==> src/rtl/ext_pps_align_pkg.sv <==
package ext_pps_align_pkg;
  typedef enum logic [1:0] {
    OW_HOLD = 2'd0,
    OW_EXT  = 2'd1,
    OW_SW   = 2'd2,
    OW_RSVD = 2'd3
  } ow_mode_e;

  localparam int unsigned NS_PER_SEC = 1_000_000_000;
endpackage

==> src/rtl/pps_edge_sync.sv <==
module pps_edge_sync (
  input  logic clk,
  input  logic rst_n,
  input  logic en_i,
  input  logic pps_i,
  output logic evt_o
);
  logic meta_q, sync_q, prev_q;
  logic meta_d, sync_d, prev_d;

  always_comb begin
    meta_d = pps_i;
    sync_d = meta_q;
    prev_d = sync_q;
  end

  always_ff @(posedge clk or negedge rst_n) begin
    if (!rst_n) begin
      meta_q <= 1'b0;
      sync_q <= 1'b0;
      prev_q <= 1'b0;
    end else begin
      meta_q <= meta_d;
      sync_q <= sync_d;
      prev_q <= prev_d;
    end
  end

  assign evt_o = en_i & sync_q & ~prev_q;

  assert_edge_single_R1: assert property (@(posedge clk) disable iff (!rst_n)
    evt_o |=> !evt_o);
endmodule

==> src/rtl/pps_ow_calc.sv <==
module pps_ow_calc
  import ext_pps_align_pkg::*;
#(
  parameter int SEC_W  = 48,
  parameter int NS_W   = 30,
  parameter int OFS_W  = 32,
  parameter int FRAC_W = 16
) (
  input  logic             clk,
  input  logic             rst_n,
  input  logic             evt_i,
  input  logic [1:0]       mode_i,
  input  logic [SEC_W-1:0] ext_sec_i,
  input  logic [SEC_W-1:0] sw_sec_i,
  input  logic [OFS_W-1:0] ofs_i,
  output logic             ow_vld_o,
  output logic [SEC_W-1:0] ow_sec_o,
  output logic [NS_W-1:0]  ow_ns_o
);
  localparam int ONS_W = OFS_W - FRAC_W;
  localparam logic [NS_W-1:0] SEC_NS = NS_W'(NS_PER_SEC);

  logic signed [ONS_W-1:0] ofs_ns;
  logic             take;
  logic [SEC_W-1:0] src_sec, sec_d, sec_q;
  logic [NS_W-1:0]  ns_d, ns_q;
  logic             vld_d, vld_q;

  // Upper bits of a two's complement value give floor division by 2^FRAC_W.
  assign ofs_ns = $signed(ofs_i[OFS_W-1:FRAC_W]);

  always_comb begin
    take    = 1'b0;
    src_sec = ext_sec_i;
    case (ow_mode_e'(mode_i))
      OW_EXT:  begin take = 1'b1; src_sec = ext_sec_i; end
      OW_SW:   begin take = 1'b1; src_sec = sw_sec_i;  end
      default: begin take = 1'b0; src_sec = ext_sec_i; end
    endcase
    if (ofs_ns < 0) begin
      sec_d = src_sec - SEC_W'(1);
      ns_d  = SEC_NS + NS_W'(ofs_ns);
    end else begin
      sec_d = src_sec;
      ns_d  = NS_W'(ofs_ns);
    end
    vld_d = evt_i & take;
  end

  always_ff @(posedge clk or negedge rst_n) begin
    if (!rst_n) begin
      vld_q <= 1'b0;
      sec_q <= '0;
      ns_q  <= '0;
    end else begin
      vld_q <= vld_d;
      if (vld_d) begin
        sec_q <= sec_d;
        ns_q  <= ns_d;
      end
    end
  end

  assign ow_vld_o = vld_q;
  assign ow_sec_o = sec_q;
  assign ow_ns_o  = ns_q;

  assert_ns_in_range_R5: assert property (@(posedge clk) disable iff (!rst_n)
    ow_vld_o |-> (ow_ns_o < SEC_NS));
endmodule

==> src/rtl/pps_diff_calc.sv <==
module pps_diff_calc
  import ext_pps_align_pkg::*;
#(
  parameter int SEC_W  = 48,
  parameter int NS_W   = 30,
  parameter int DIFF_W = 32,
  parameter int FRAC_W = 16
) (
  input  logic              clk,
  input  logic              rst_n,
  input  logic              evt_i,
  input  logic [SEC_W-1:0]  ext_sec_i,
  input  logic [SEC_W-1:0]  loc_sec_i,
  input  logic [NS_W-1:0]   loc_ns_i,
  output logic              dv_o,
  output logic [DIFF_W-1:0] diff_o
);
  localparam int ACC_W = 64;
  localparam logic signed [ACC_W-1:0] D_MAX = (64'sd1 <<< (DIFF_W-1)) - 64'sd1;
  localparam logic signed [ACC_W-1:0] D_MIN = -(64'sd1 <<< (DIFF_W-1));
  localparam logic signed [ACC_W-1:0] NSS   = 64'(NS_PER_SEC);

  logic [SEC_W-1:0] ext_c, loc_c;
  logic [NS_W-1:0]  ns_c;
  logic             cap_vld, dv_q;
  logic [DIFF_W-1:0] diff_d, diff_q;

  logic signed [SEC_W:0]     dsec;
  logic signed [ACC_W-1:0]   ns_tot, scaled;
  logic                      big_pos, big_neg;

  always_comb begin
    dsec    = $signed({1'b0, ext_c}) - $signed({1'b0, loc_c});
    big_pos = dsec > 1;
    big_neg = dsec < -1;
    ns_tot  = ACC_W'(dsec) * NSS - $signed(ACC_W'(ns_c));
    scaled  = ns_tot <<< FRAC_W;
    if (big_pos || scaled > D_MAX)      diff_d = D_MAX[DIFF_W-1:0];
    else if (big_neg || scaled < D_MIN) diff_d = D_MIN[DIFF_W-1:0];
    else                                diff_d = scaled[DIFF_W-1:0];
  end

  always_ff @(posedge clk or negedge rst_n) begin
    if (!rst_n) begin
      cap_vld <= 1'b0;
      dv_q    <= 1'b0;
      ext_c   <= '0;
      loc_c   <= '0;
      ns_c    <= '0;
      diff_q  <= '0;
    end else begin
      cap_vld <= evt_i;
      dv_q    <= cap_vld;
      if (evt_i) begin
        ext_c <= ext_sec_i;
        loc_c <= loc_sec_i;
        ns_c  <= loc_ns_i;
      end
      if (cap_vld) diff_q <= diff_d;
    end
  end

  assign dv_o   = dv_q;
  assign diff_o = diff_q;

  assert_gap_saturates_R7: assert property (@(posedge clk) disable iff (!rst_n)
    (cap_vld && big_pos) |=> (diff_o == D_MAX[DIFF_W-1:0]));
endmodule

==> src/rtl/ext_pps_align.sv <==
module ext_pps_align #(
  parameter int SEC_W  = 48,
  parameter int NS_W   = 30,
  parameter int OFS_W  = 32,
  parameter int DIFF_W = 32,
  parameter int FRAC_W = 16
) (
  input  logic              clk,
  input  logic              rst_n,
  input  logic              tod_en,
  input  logic              snap_en,
  input  logic [1:0]        ow_mode,
  input  logic              pps_in,
  input  logic [SEC_W-1:0]  ext_sec,
  input  logic [SEC_W-1:0]  sw_sec,
  input  logic [OFS_W-1:0]  ofs_frac,
  input  logic [SEC_W-1:0]  loc_sec,
  input  logic [NS_W-1:0]   loc_ns,
  output logic              ow_valid,
  output logic [SEC_W-1:0]  ow_sec,
  output logic [NS_W-1:0]   ow_ns,
  output logic [DIFF_W-1:0] diff,
  output logic              diff_valid,
  output logic              snap_req,
  output logic              pps_irq,
  output logic [SEC_W-1:0]  ext_sec_q
);
  logic [1:0] rst_pipe;
  logic       rst_i_n;
  logic       evt;
  logic       irq_d, irq_q, snap_d, snap_q;
  logic [SEC_W-1:0] ext_q;

  always_ff @(posedge clk or negedge rst_n) begin
    if (!rst_n) rst_pipe <= 2'b00;
    else        rst_pipe <= {rst_pipe[0], 1'b1};
  end
  assign rst_i_n = rst_pipe[1];

  pps_edge_sync u_sync (
    .clk   (clk),
    .rst_n (rst_i_n),
    .en_i  (tod_en),
    .pps_i (pps_in),
    .evt_o (evt)
  );

  pps_ow_calc #(.SEC_W(SEC_W), .NS_W(NS_W), .OFS_W(OFS_W), .FRAC_W(FRAC_W)) u_ow (
    .clk       (clk),
    .rst_n     (rst_i_n),
    .evt_i     (evt),
    .mode_i    (ow_mode),
    .ext_sec_i (ext_sec),
    .sw_sec_i  (sw_sec),
    .ofs_i     (ofs_frac),
    .ow_vld_o  (ow_valid),
    .ow_sec_o  (ow_sec),
    .ow_ns_o   (ow_ns)
  );

  pps_diff_calc #(.SEC_W(SEC_W), .NS_W(NS_W), .DIFF_W(DIFF_W), .FRAC_W(FRAC_W)) u_diff (
    .clk       (clk),
    .rst_n     (rst_i_n),
    .evt_i     (evt),
    .ext_sec_i (ext_sec),
    .loc_sec_i (loc_sec),
    .loc_ns_i  (loc_ns),
    .dv_o      (diff_valid),
    .diff_o    (diff)
  );

  always_comb begin
    irq_d  = evt;
    snap_d = evt & snap_en;
  end

  always_ff @(posedge clk or negedge rst_i_n) begin
    if (!rst_i_n) begin
      irq_q  <= 1'b0;
      snap_q <= 1'b0;
      ext_q  <= '0;
    end else begin
      irq_q  <= irq_d;
      snap_q <= snap_d;
      ext_q  <= ext_sec;
    end
  end

  assign pps_irq   = irq_q;
  assign snap_req  = snap_q;
  assign ext_sec_q = ext_q;

  assert_irq_one_cycle_R1: assert property (@(posedge clk) disable iff (!rst_n)
    pps_irq |=> !pps_irq);
  assert_ow_modes_R2: assert property (@(posedge clk) disable iff (!rst_n)
    ow_valid |-> (pps_irq && ($past(ow_mode) == 2'd1 || $past(ow_mode) == 2'd2)));
  assert_diff_follows_irq_R6: assert property (@(posedge clk) disable iff (!rst_n)
    diff_valid |-> $past(pps_irq));
  assert_snap_with_irq_R8: assert property (@(posedge clk) disable iff (!rst_n)
    snap_req |-> (pps_irq && $past(snap_en)));
  assert_gate_enable_R9: assert property (@(posedge clk) disable iff (!rst_n)
    pps_irq |-> $past(tod_en));
endmodule

==> config.mk <==
export PLATFORM = sky130hd
export DESIGN_NAME = ext_pps_align
export DESIGN_NICKNAME = d
export VERILOG_FILES = /design/src/rtl/ext_pps_align_pkg.sv /design/src/rtl/pps_edge_sync.sv /design/src/rtl/pps_ow_calc.sv /design/src/rtl/pps_diff_calc.sv /design/src/rtl/ext_pps_align.sv
export SDC_FILE = /design/constraint.sdc
export NUM_CORES = 1
export LEC_CHECK = 0
export ABC_AREA = 1
export BUFFER_PORTS_ARGS = -buffer_cell sky130_fd_sc_hd__buf_2
export CAP_MARGIN = 20
export CORE_MARGIN = 1
export CORE_UTILIZATION = 62
export CTS_BUF_LIST = sky130_fd_sc_hd__clkbuf_8
export DETAILED_ROUTE_END_ITERATION = 8
export GPL_TIMING_DRIVEN = 0
export PLACE_DENSITY_LB_ADDON = 0.08
export SYNTH_ARGS = -nofsm -noshare
export SYNTH_HDL_FRONTEND = slang
export SYNTH_SLANG_ARGS = --single-unit
==> constraint.sdc <==
create_clock -name clk -period 11.45 [get_ports clk]
set_clock_uncertainty 0.2 [all_clocks]
set_input_delay 0.5725 -clock clk [delete_from_list [all_inputs] [get_ports clk]]
set_output_delay 0.5725 -clock clk [all_outputs]
set_load 0.01 [all_outputs]
## Yosys cells after proc, flatten, opt, wreduce, memory -nomap -nowiden

Index checks and enable logic that the tools add are counted.

- Output and inout port bits: 162
- Logic and storage cells: 41
- Register bits: 293

- $mul: 1
- Bitwise logic cells: 5
- Magnitude comparators: 5
- Multiplexer cells: 6
- Equality and inequality tests: 2
- Reductions and logical operators: 3
- $add $sub $neg: 4

Operator list:

| cell | number |
|---|---|
| $mux 48 | 2 |
| $gt 64x32->1 const B | 1 |
| $lt 64x32->1 const B | 1 |
| $mux 32 | 2 |
| $gt 49x2->1 const B | 1 |
| $lt 49x1->1 const B | 1 |
| $mul 49x22->39 const B | 1 |
| $sub 48x48->49 | 1 |
| $sub 48x1->48 const B | 1 |
| $sub 48x31->48 | 1 |
| $mux 30 | 1 |
| $add 28x16->29 const A | 1 |
| $lt 16x1->1 const B | 1 |
| $and 1x1->1 | 4 |
| $eq 2x1->1 const B | 1 |
| $eq 2x2->1 const B | 1 |
| $logic_or 1x1->1 | 2 |
| $reduce_or 2->1 | 1 |
| $mux 1 | 1 |
| $not 1->1 | 1 |

## Depth between registers and ports, before layout

Gate-level depths: netlist (run 1).

- Depth in word-level cells: 7
- Gate-level depth with buffers: 54
- Gate-level depth less buffers: 53

## Cells and area by module

A second synthesis (run 1) with hierarchy kept.

- Cell total of the unflattened synthesis: 4438
- Area, all modules: 31544.0 um^2

Modules (own cells, without submodules):

| module | cells each | seq. area each (um^2) | times used | area an instance (um^2) |
|---|---|---|---|---|
| pps_diff_calc | 3398 | 3628.5 | 1 | 24285.8 |
| pps_ow_calc | 980 | 1676.6 | 1 | 5860.6 |
| ext_pps_align | 55 | 1301.2 | 1 | 1312.5 |
| pps_edge_sync | 5 | 75.1 | 1 | 85.1 |

## Worst setup path before layout (run 1)

Ideal clock, no wire load.

- Kind: reg2reg
- Start: register u_diff.loc_c[0]
- End: register u_diff.diff_q[22] (netlist: u_diff.diff_o[22])
- Stages on the path, launching flop included: 44
- Setup slack: 2.550 ns
- Arrival: 8.578 ns
- Clock period less this slack: 8.900 ns
- Required time: 11.129 ns
- Library setup time: 0.121 ns
- Path buffers: 1
- Cells stage by stage: dfrtp_1 -> ha_1 -> fa_1 -> inv_1 -> nand3_1 -> or2_1 -> nand2_1 -> xnor2_1 -> inv_1 -> ha_1 -> inv_1 -> fa_1 -> inv_1 -> fa_1 -> inv_1 -> fa_1 -> inv_1 -> fa_1 -> [8 not listed] -> o21ai_0 -> a21o_1 -> xor2_1 -> ha_1 -> a21oi_1 -> o21ai_0 -> a21oi_1 -> nand2_2 -> nor2_2 -> xnor2_1 -> nand4_1 -> nor2_1 -> nand4_1 -> nand2_1 -> nand2_2 -> nand2_4 -> buf_12 -> nand3_2

- Longest elaborated chain between the ends: 7
- Elaborated cells between the ends (all ways): 11

RTL lines:

| item | line | source |
|---|---|---|
| start, declared | pps_diff_calc.sv:23 | `logic [SEC_W-1:0] ext_c, loc_c;` |
| start signal, assigned | pps_diff_calc.sv:56 | `loc_c <= loc_sec_i;` |
| $sub 48x48->49 * | pps_diff_calc.sv:33 | `dsec = $signed({1'b0, ext_c}) - $signed({1'b0, loc_c});` |
| $mul 49x22->39 | pps_diff_calc.sv:36 | `ns_tot = ACC_W'(dsec) * NSS - $signed(ACC_W'(ns_c));` |
| $sub 48x31->48 | pps_diff_calc.sv:36 |  |
| $lt 64x32->1 | pps_diff_calc.sv:39 | `else if (big_neg \|\| scaled < D_MIN) diff_d = D_MIN[DIFF_W-1:0];` |
| $logic_or 1x1->1 | pps_diff_calc.sv:39 |  |
| $mux 32 | pps_diff_calc.sv:39 |  |
| $mux 32 * | pps_diff_calc.sv:38 | `if (big_pos \|\| scaled > D_MAX) diff_d = D_MAX[DIFF_W-1:0];` |
| end signal, assigned | pps_diff_calc.sv:59 | `if (cap_vld) diff_q <= diff_d;` |
| end, declared | pps_diff_calc.sv:26 | `logic [DIFF_W-1:0] diff_d, diff_q;` |

Every way passes the cells marked *; elsewhere a longest branch is shown, timed or not.
A chain may end at the register's enable or synchronous reset.

## Worst setup path after layout (run 1)

- Start: register u_diff.loc_c[0]
- End: register u_diff.diff_q[24] (netlist: u_diff.diff_o[24])

The elaborated chain is that of the path after synthesis.

==> impl_metrics.py, run 1 <==
metrics = {
    "sta": {
        "worstMarginPinSlew_ps": 950.0,
        "hold_viol": 0,
        "fin_tns_setup_ps": 0,
        "slew_headroom_pct": 36.45,
        "fin_crit_ps": 11140,
        "rsz0062_at_grt": "no",
        "finalCritPeriodShare_pct": 97.27,
        "maxSlewViolCount": 0,
        "setup_viol": 0,
        "max_freq_mhz": 89.78,
    },
    "setup_path": {
        "cp-end-kind": "register",
        "startpoint_type": "register",
        "crit_family": "simple AND/OR/NAND/NOR gates",
        "path_max_fanout": 10,
        "critical_path_required_ps": 11740,
        "critical_path_buf_inv_count": 8,
        "critPathKind": "reg -> reg",
        "cp.arrival_ps": 11420,
        "cpPeakStageDelay_ps": 600,
        "cp_common_cell": "nand2_1",
        "crit_path_top_delay_cell": "fa_1",
    },
    "yosys": {
        "synth_compound_area_share_pct": 6.988,
        "synthSimpleGateAreaFrac_pct": 25.08,
        "synthAdderAreaFrac_pct": 28.56,
        "yosys_warnings": 0,
        "synth_top_family_by_area": "adder cells",
        "synthDistinctLibCells": 49,
        "yosysSeqAreaShare_pct": 22.27,
        "synth-seq-cells": 266,
        "synth_cells": 4039,
        "synth_xor_area_share_pct": 4.032,
        "syn_area_um2": 29880,
        "synth.mux.area_fraction_pct": 0.5694,
        "syn_avg_cell_area_um2": 7.399,
    },
    "place": {
        "dpl.hpwl_mm": 83.52,
        "place_area_um2": 32540,
        "dp_cells": 5015,
        "portBuffers": 354,
        "gp_congestion": 1.044,
    },
    "clock_network": {
        "cts_tree": "done",
        "cts_buffer_depth": 3,
        "h-tree-depth": 2,
        "clk_pin_slew_ps": 70,
        "clock_latency_ps": 630,
        "cts-root-buf": "clkbuf_8",
        "clock_sinks": 266,
        "cts_buffers": 45,
    },
    "global_routing": {
        "grt_pass1_wl_mm": 159.1,
        "antenna_found_initial": 6,
        "grt_use_total_pct": 42.35,
        "overflow": 0,
        "grt_pass1_vias": 29510,
        "grt_max_degree": 66,
    },
    "floorplanning": {
        "die_w_um": 221.5,
        "fp.dieArea_um2": 49080,
        "initial_core_util_pct": 62.72,
        "io_pins": 375,
        "fp.coreArea_um2": 47650,
        "rows": 80,
        "die_h_um": 221.5,
    },
    "routing": {
        "drcViolationCount": 0,
        "drt-initial-drc-count": 2663,
        "avgViaCountPerCell": 5.586,
        "antenna_left": 0,
        "wl_per_cell_um": 19.83,
        "vias": 29220,
        "drt_first_pass_iters": 8,
        "wl_mm": 103.7,
    },
    "finish": {
        "instances_no_fill": 5231,
        "nFillCells": 3792,
        "post-route-util_pct": 73.01,
        "final_nets": 5316,
        "drive_above_1_share_pct": 12.78,
        "area_delta_synth_final_pct": 16.41,
        "post-route-cell-area_um2": 34790,
    },
    "run": {
        "drv_cap": 0,
    },
    "outcome": {
        "status": "completed",
    },
    "min_path": {
        "hp-class": "in -> reg",
    },
}
## synth_stat cells (all sizes together)
cell    number  area, um2
nand2     1006       3841
inv        865       3247
nor2       375       1510
dfrtp      266       6656
ha         263       3291
fa         262       5245
o21ai      220       1105
nand3      205       1141
a21oi      124      631.9
xor2        94      838.3
nand4       72      456.7
clkbuf      48      181.4
xnor2       41      366.6
nor3        38      200.2
buf         37      286.5
or2         29      181.4
a31oi       19      118.9
mux2i       17      170.2
o21bai      14      105.1
nor4        11      83.83
nand3b       8      60.06
a21o         6      45.04
o211ai       4      30.03
o21a         4      30.03
clkinv       3      11.26
a211oi       2      15.01
and2         2      12.51
conb         2      7.510
a21boi       1      7.510
nor3b        1      7.510
## flip-flops by register name, summed over array words and instances (netlist names)
register / flops
u_ow.ow_vld_o: 1
u_diff.ns_c: 30
u_ow.ow_sec_o: 48
u_sync.meta_q: 1
u_diff.cap_vld: 1
u_diff.dv_o: 1
u_diff.diff_o: 17
u_diff.loc_c: 48
u_sync.prev_q: 1
u_sync.prev_d: 1
rst_pipe: 2
snap_req: 1
u_diff.ext_c: 48
u_ow.ow_ns_o: 18
ext_sec_q: 48
## through the flow
step / hold slack, ps / worst slack, ps
3_5_place_dp: 136.1 / 139.6
2_1_floorplan: 76.91 / 2550
6_report: 28.60 / 312.2
4_1_cts: 5.808 / 102.3
5_1_grt: 32.46 / 4.269
3_3_place_gp: 133.0 / 140.4
## cells in the final DEF (no fill, tap or decap), types with 4 or more instances in the layout
| cell | Yosys | layout |
|---|---|---|
| or2_2 | 26 | 26 |
| inv_2 | 13 | 13 |
| nor2_2 | 23 | 24 |
| clkbuf_1 | 47 | 47 |
| dfrtp_1 | 266 | 265 |
| a21oi_2 | 3 | 4 |
| diode_2 | 0 | 7 |
| inv_1 | 852 | 865 |
| buf_4 | 30 | 32 |
| fa_1 | 262 | 262 |
| xor2_1 | 92 | 92 |
| nand2_1 | 984 | 984 |
| clkbuf_8 | 0 | 55 |
| clkinv_2 | 0 | 5 |
| conb_1 | 2 | 5 |
| a21oi_1 | 121 | 120 |
| a21o_1 | 6 | 6 |
| o21ai_1 | 7 | 9 |
| a31oi_1 | 19 | 19 |
| o21a_1 | 4 | 4 |
| nor3_1 | 36 | 36 |
| mux2i_1 | 17 | 17 |
| o21ai_0 | 212 | 210 |
| nand3_2 | 23 | 23 |
| nand3_1 | 182 | 182 |
| nand4_1 | 71 | 71 |
| ha_1 | 263 | 263 |
| nand2_2 | 20 | 20 |
| dlygate4sd3_1 | 0 | 129 |
| o21bai_1 | 14 | 14 |
| nand3b_1 | 8 | 8 |
| nor2_4 | 6 | 6 |
| o211ai_1 | 4 | 4 |
| nor4_1 | 10 | 10 |
| xnor2_1 | 40 | 38 |
| buf_2 | 2 | 356 |
| nor2_1 | 346 | 345 |
## worst register-to-register path: cells and delay by family, from the launching register on
| family | cells | cell delay (ps) |
|---|---|---|
| xor+xnor | 2 | 840 |
| flops | 1 | 460 |
| fa+ha+maj | 8 | 3270 |
| buf+inv | 8 | 790 |
| compound gates | 3 | 610 |
| simple gates | 30 | 4810 |
## per-layer routing
metal  track usage, %  routed length, um
met1            50.31              38320
met2            69.91              48120
met3            7.527               8552
met4            30.04               8684
met5                0                 34
## path summary, 6_finish.rpt
kind | startpoint | endpoint | slack (ps) | cells past startpoint
worst max-delay path | u_diff.loc_c[0] | u_diff.diff_o[24] | 310 | 51
worst max register to register | u_diff.loc_c[0] | u_diff.diff_o[24] | 310 | 51
max in group asynchronous | rst_pipe[1] | u_diff.ns_c[27] | 9430 | 3
worst min register to register | rst_pipe[1] | ext_sec_q[21] | 140 | 0
min in group asynchronous | rst_n | rst_pipe[1] | 90 | 2
worst min-delay path | loc_sec[46] | u_diff.loc_c[46] | 30 | 3
## layout make-up
cell class              count  area, um2  share of cell area, %
flip-flops and latches    266       6660                  19.14
inverters                 868       3258                  9.366
plain buffers              85      467.9                  1.345
clock inverters            23      143.9                 0.4136
diodes                      7      17.52                0.05035
multi-input cells        2823      19530                  56.15
repair buffers            489       3181                  9.143
clock buffers              55      757.0                  2.176
well taps                 615      769.5                  2.212
## cell families after synthesis
kind of cell	count (synthesis)
buffers and inverters	953
other	2
AND/OR/NAND/NOR	1747
adder cells (fa/ha/maj)	525
flip-flops	266
multiplexers	17
XOR/XNOR	135
AO/OA/AOI/OAI	394
## repair_timing
item                                    4_1_cts  5_1_grt
endpoints found under the setup margin        0       17
buffers inserted                              0        2
hold buffers                                129        0
hold endpoints to repair                    132        0
resized for setup                             0        6
Power of run 1 is left out: the tool's default activity adds up to more than one toggle a clock period on the data nets, which glitch-free logic cannot reach.
==> run 2, diff against run 1 <==
- RECOVER_POWER: not set -> 50
==> run 2 against run 1 <==
Against the previous run: the flow now finishes with violations (capacitance limit, slew limit); final cell count about the same; core utilization down 0.51 points; design area down 0.69%; non-clock buffer count unchanged; clock-buffer cell count unchanged; worst setup slack worse by 18 ps; largest cell class unchanged; highest routed layer unchanged; via count about the same; first-iteration DRC count down 4.1%; sequential share of layout area up 0.12 points; global-route usage unchanged; critical path depth unchanged; register-to-register slack worse by 20 ps.
==> impl_metrics.py, run 2 (synthesized netlist as in run 1, its figures left out) <==
metrics = {
    "outcome": {
        "status": "finished with violations",
        "violations": "capacitance limit, slew limit",
    },
    "clock_network": {
        "clock_latency_ps": 640,
        "cts-root-buf": "clkbuf_8",
        "cts_buffers": 45,
        "cts_buffer_depth": 3,
        "h-tree-depth": 2,
        "cts_tree": "done",
        "clk_pin_slew_ps": 70,
        "clock_sinks": 266,
    },
    "floorplanning": {
        "rows": 80,
        "io_pins": 375,
        "initial_core_util_pct": 62.72,
        "die_w_um": 221.5,
        "die_h_um": 221.5,
        "fp.dieArea_um2": 49080,
        "fp.coreArea_um2": 47650,
    },
    "routing": {
        "vias": 29230,
        "antenna_left": 0,
        "wl_per_cell_um": 19.86,
        "avgViaCountPerCell": 5.590,
        "drt-initial-drc-count": 2553,
        "wl_mm": 103.9,
        "drcViolationCount": 0,
        "drt_first_pass_iters": 6,
    },
    "setup_path": {
        "rrSetupSlack_ps": 290,
        "path_max_fanout": 10,
        "critical_path_required_ps": 11740,
        "regToRegEndpoint": "u_diff.diff_o[24]",
        "cpPeakStageDelay_ps": 600,
        "r2r_cells": 51,
        "crit_path_top_delay_cell": "fa_1",
        "startpoint_type": "register",
        "cp-end-kind": "register",
        "cp_common_cell": "nand2_1",
        "reg2reg_from": "u_diff.loc_c[0]",
        "cp.arrival_ps": 11450,
        "critPathKind": "reg -> reg",
    },
    "global_routing": {
        "grt_max_degree": 66,
        "grt_pass1_wl_mm": 159.1,
        "grt_pass1_vias": 29510,
        "overflow": 0,
        "grt_use_total_pct": 42.35,
        "antenna_found_initial": 6,
    },
    "place": {
        "gp_congestion": 1.044,
        "portBuffers": 354,
        "dpl.hpwl_mm": 83.52,
    },
    "sta": {
        "rsz0062_at_grt": "no",
        "finalCritPeriodShare_pct": 97.43,
        "worstMarginPinSlew_ps": 3496,
        "hold_viol": 0,
        "fin_tns_setup_ps": 0,
        "fin_crit_ps": 11160,
        "hold_slack_ps": 22.75,
        "max_freq_mhz": 89.64,
        "slew_headroom_pct": -133.1,
        "maxSlewViolCount": 208,
        "setup_viol": 0,
    },
    "min_path": {
        "hp-class": "in -> reg",
        "holdPathEnd": "u_diff.loc_c[46]",
        "hp-start": "loc_sec[46]",
        "hold_depth": 3,
    },
    "finish": {
        "area_delta_synth_final_pct": 15.60,
        "mostFrequentLayoutCells": "nand2_1, inv_1, nor2_1",
        "final_nets": 5316,
        "final_common_cell": "nand2_1",
        "drive_above_1_share_pct": 9.720,
    },
    "run": {
        "drv_cap": 4,
    },
}
[run 2: cell types whose count changed in the layout (fill, tap and decap cells not counted)]
cell / change
buf_2: -137
diode_2: -1
clkbuf_1: +140
buf_12: -1
buf_16: -2
dfrtp_4: -1
dfrtp_1: +1
[run 2: layer usage]
metal  track usage (%)  vias to the layer above  share of wire, %
li1                  -                    13490                 -
met1             50.31                    13670                37
met2             69.91                     1625                47
met3             7.527                      443               8.0
met4             30.04                        4               8.2
met5                 0                        -             0.033
[run 2: timing repair]
item	in CTS	in global routing
endpoints found under the hold margin	132	0
resized for setup	0	6
hold buffers	129	0
buffers inserted	0	2
endpoints found under the setup margin	0	17
[run 2: critical path: cells and delay by family, from the launching register on]
family,cells,cell delay (ps)
xor+xnor,2,840
flops,1,460
compound gates,3,600
buf+inv,8,770
fa+ha+maj,8,3270
simple gates,30,4820
[run 2: area by class of cell]
class / count / area [um2]
multi-input combinational: 2823 / 19530
fill: 3903 / 13100
sequential: 266 / 6656
inverter: 868 / 3258
timing repair buffer: 489 / 2945
tap: 615 / 769.5
clock buffer: 55 / 757.0
buffer: 85 / 467.9
clock inverter: 23 / 143.9
antenna: 6 / 15.01
[run 2: how the worst max path moves through the flow]
stage	from	depth (start not counted)	slack (ps)	to
after CTS	u_diff.loc_c[0]	43	100	u_diff.diff_o[22]
final	u_diff.loc_c[0]	51	290	u_diff.diff_o[24]
after detailed placement	u_diff.loc_c[0]	43	140	u_diff.diff_o[22]
after floorplan	u_diff.loc_c[0]	43	2550	u_diff.diff_o[22]
after global routing	u_diff.loc_c[0]	45	4	u_diff.diff_o[24]
after global placement	u_diff.loc_c[0]	43	140	u_diff.diff_o[23]
[run 2: stage by stage]
| step | area, um2 | instances | setup slack, ps | util, % |
|---|---|---|---|---|
| after global placement | 32440 | 5011 | 140.4 | 68.08 |
| final | 34550 | 5230 | 293.8 | 72.51 |
| after detailed placement | 32540 | 5015 | 139.6 | 68.30 |
| after CTS | 34730 | 5222 | 102.3 | 72.90 |
| after global routing | 34540 | 5229 | 4.269 | 72.50 |
| after floorplan | 29890 | 4042 | 2550 | - |
Power of run 2 is left out for the same reason.
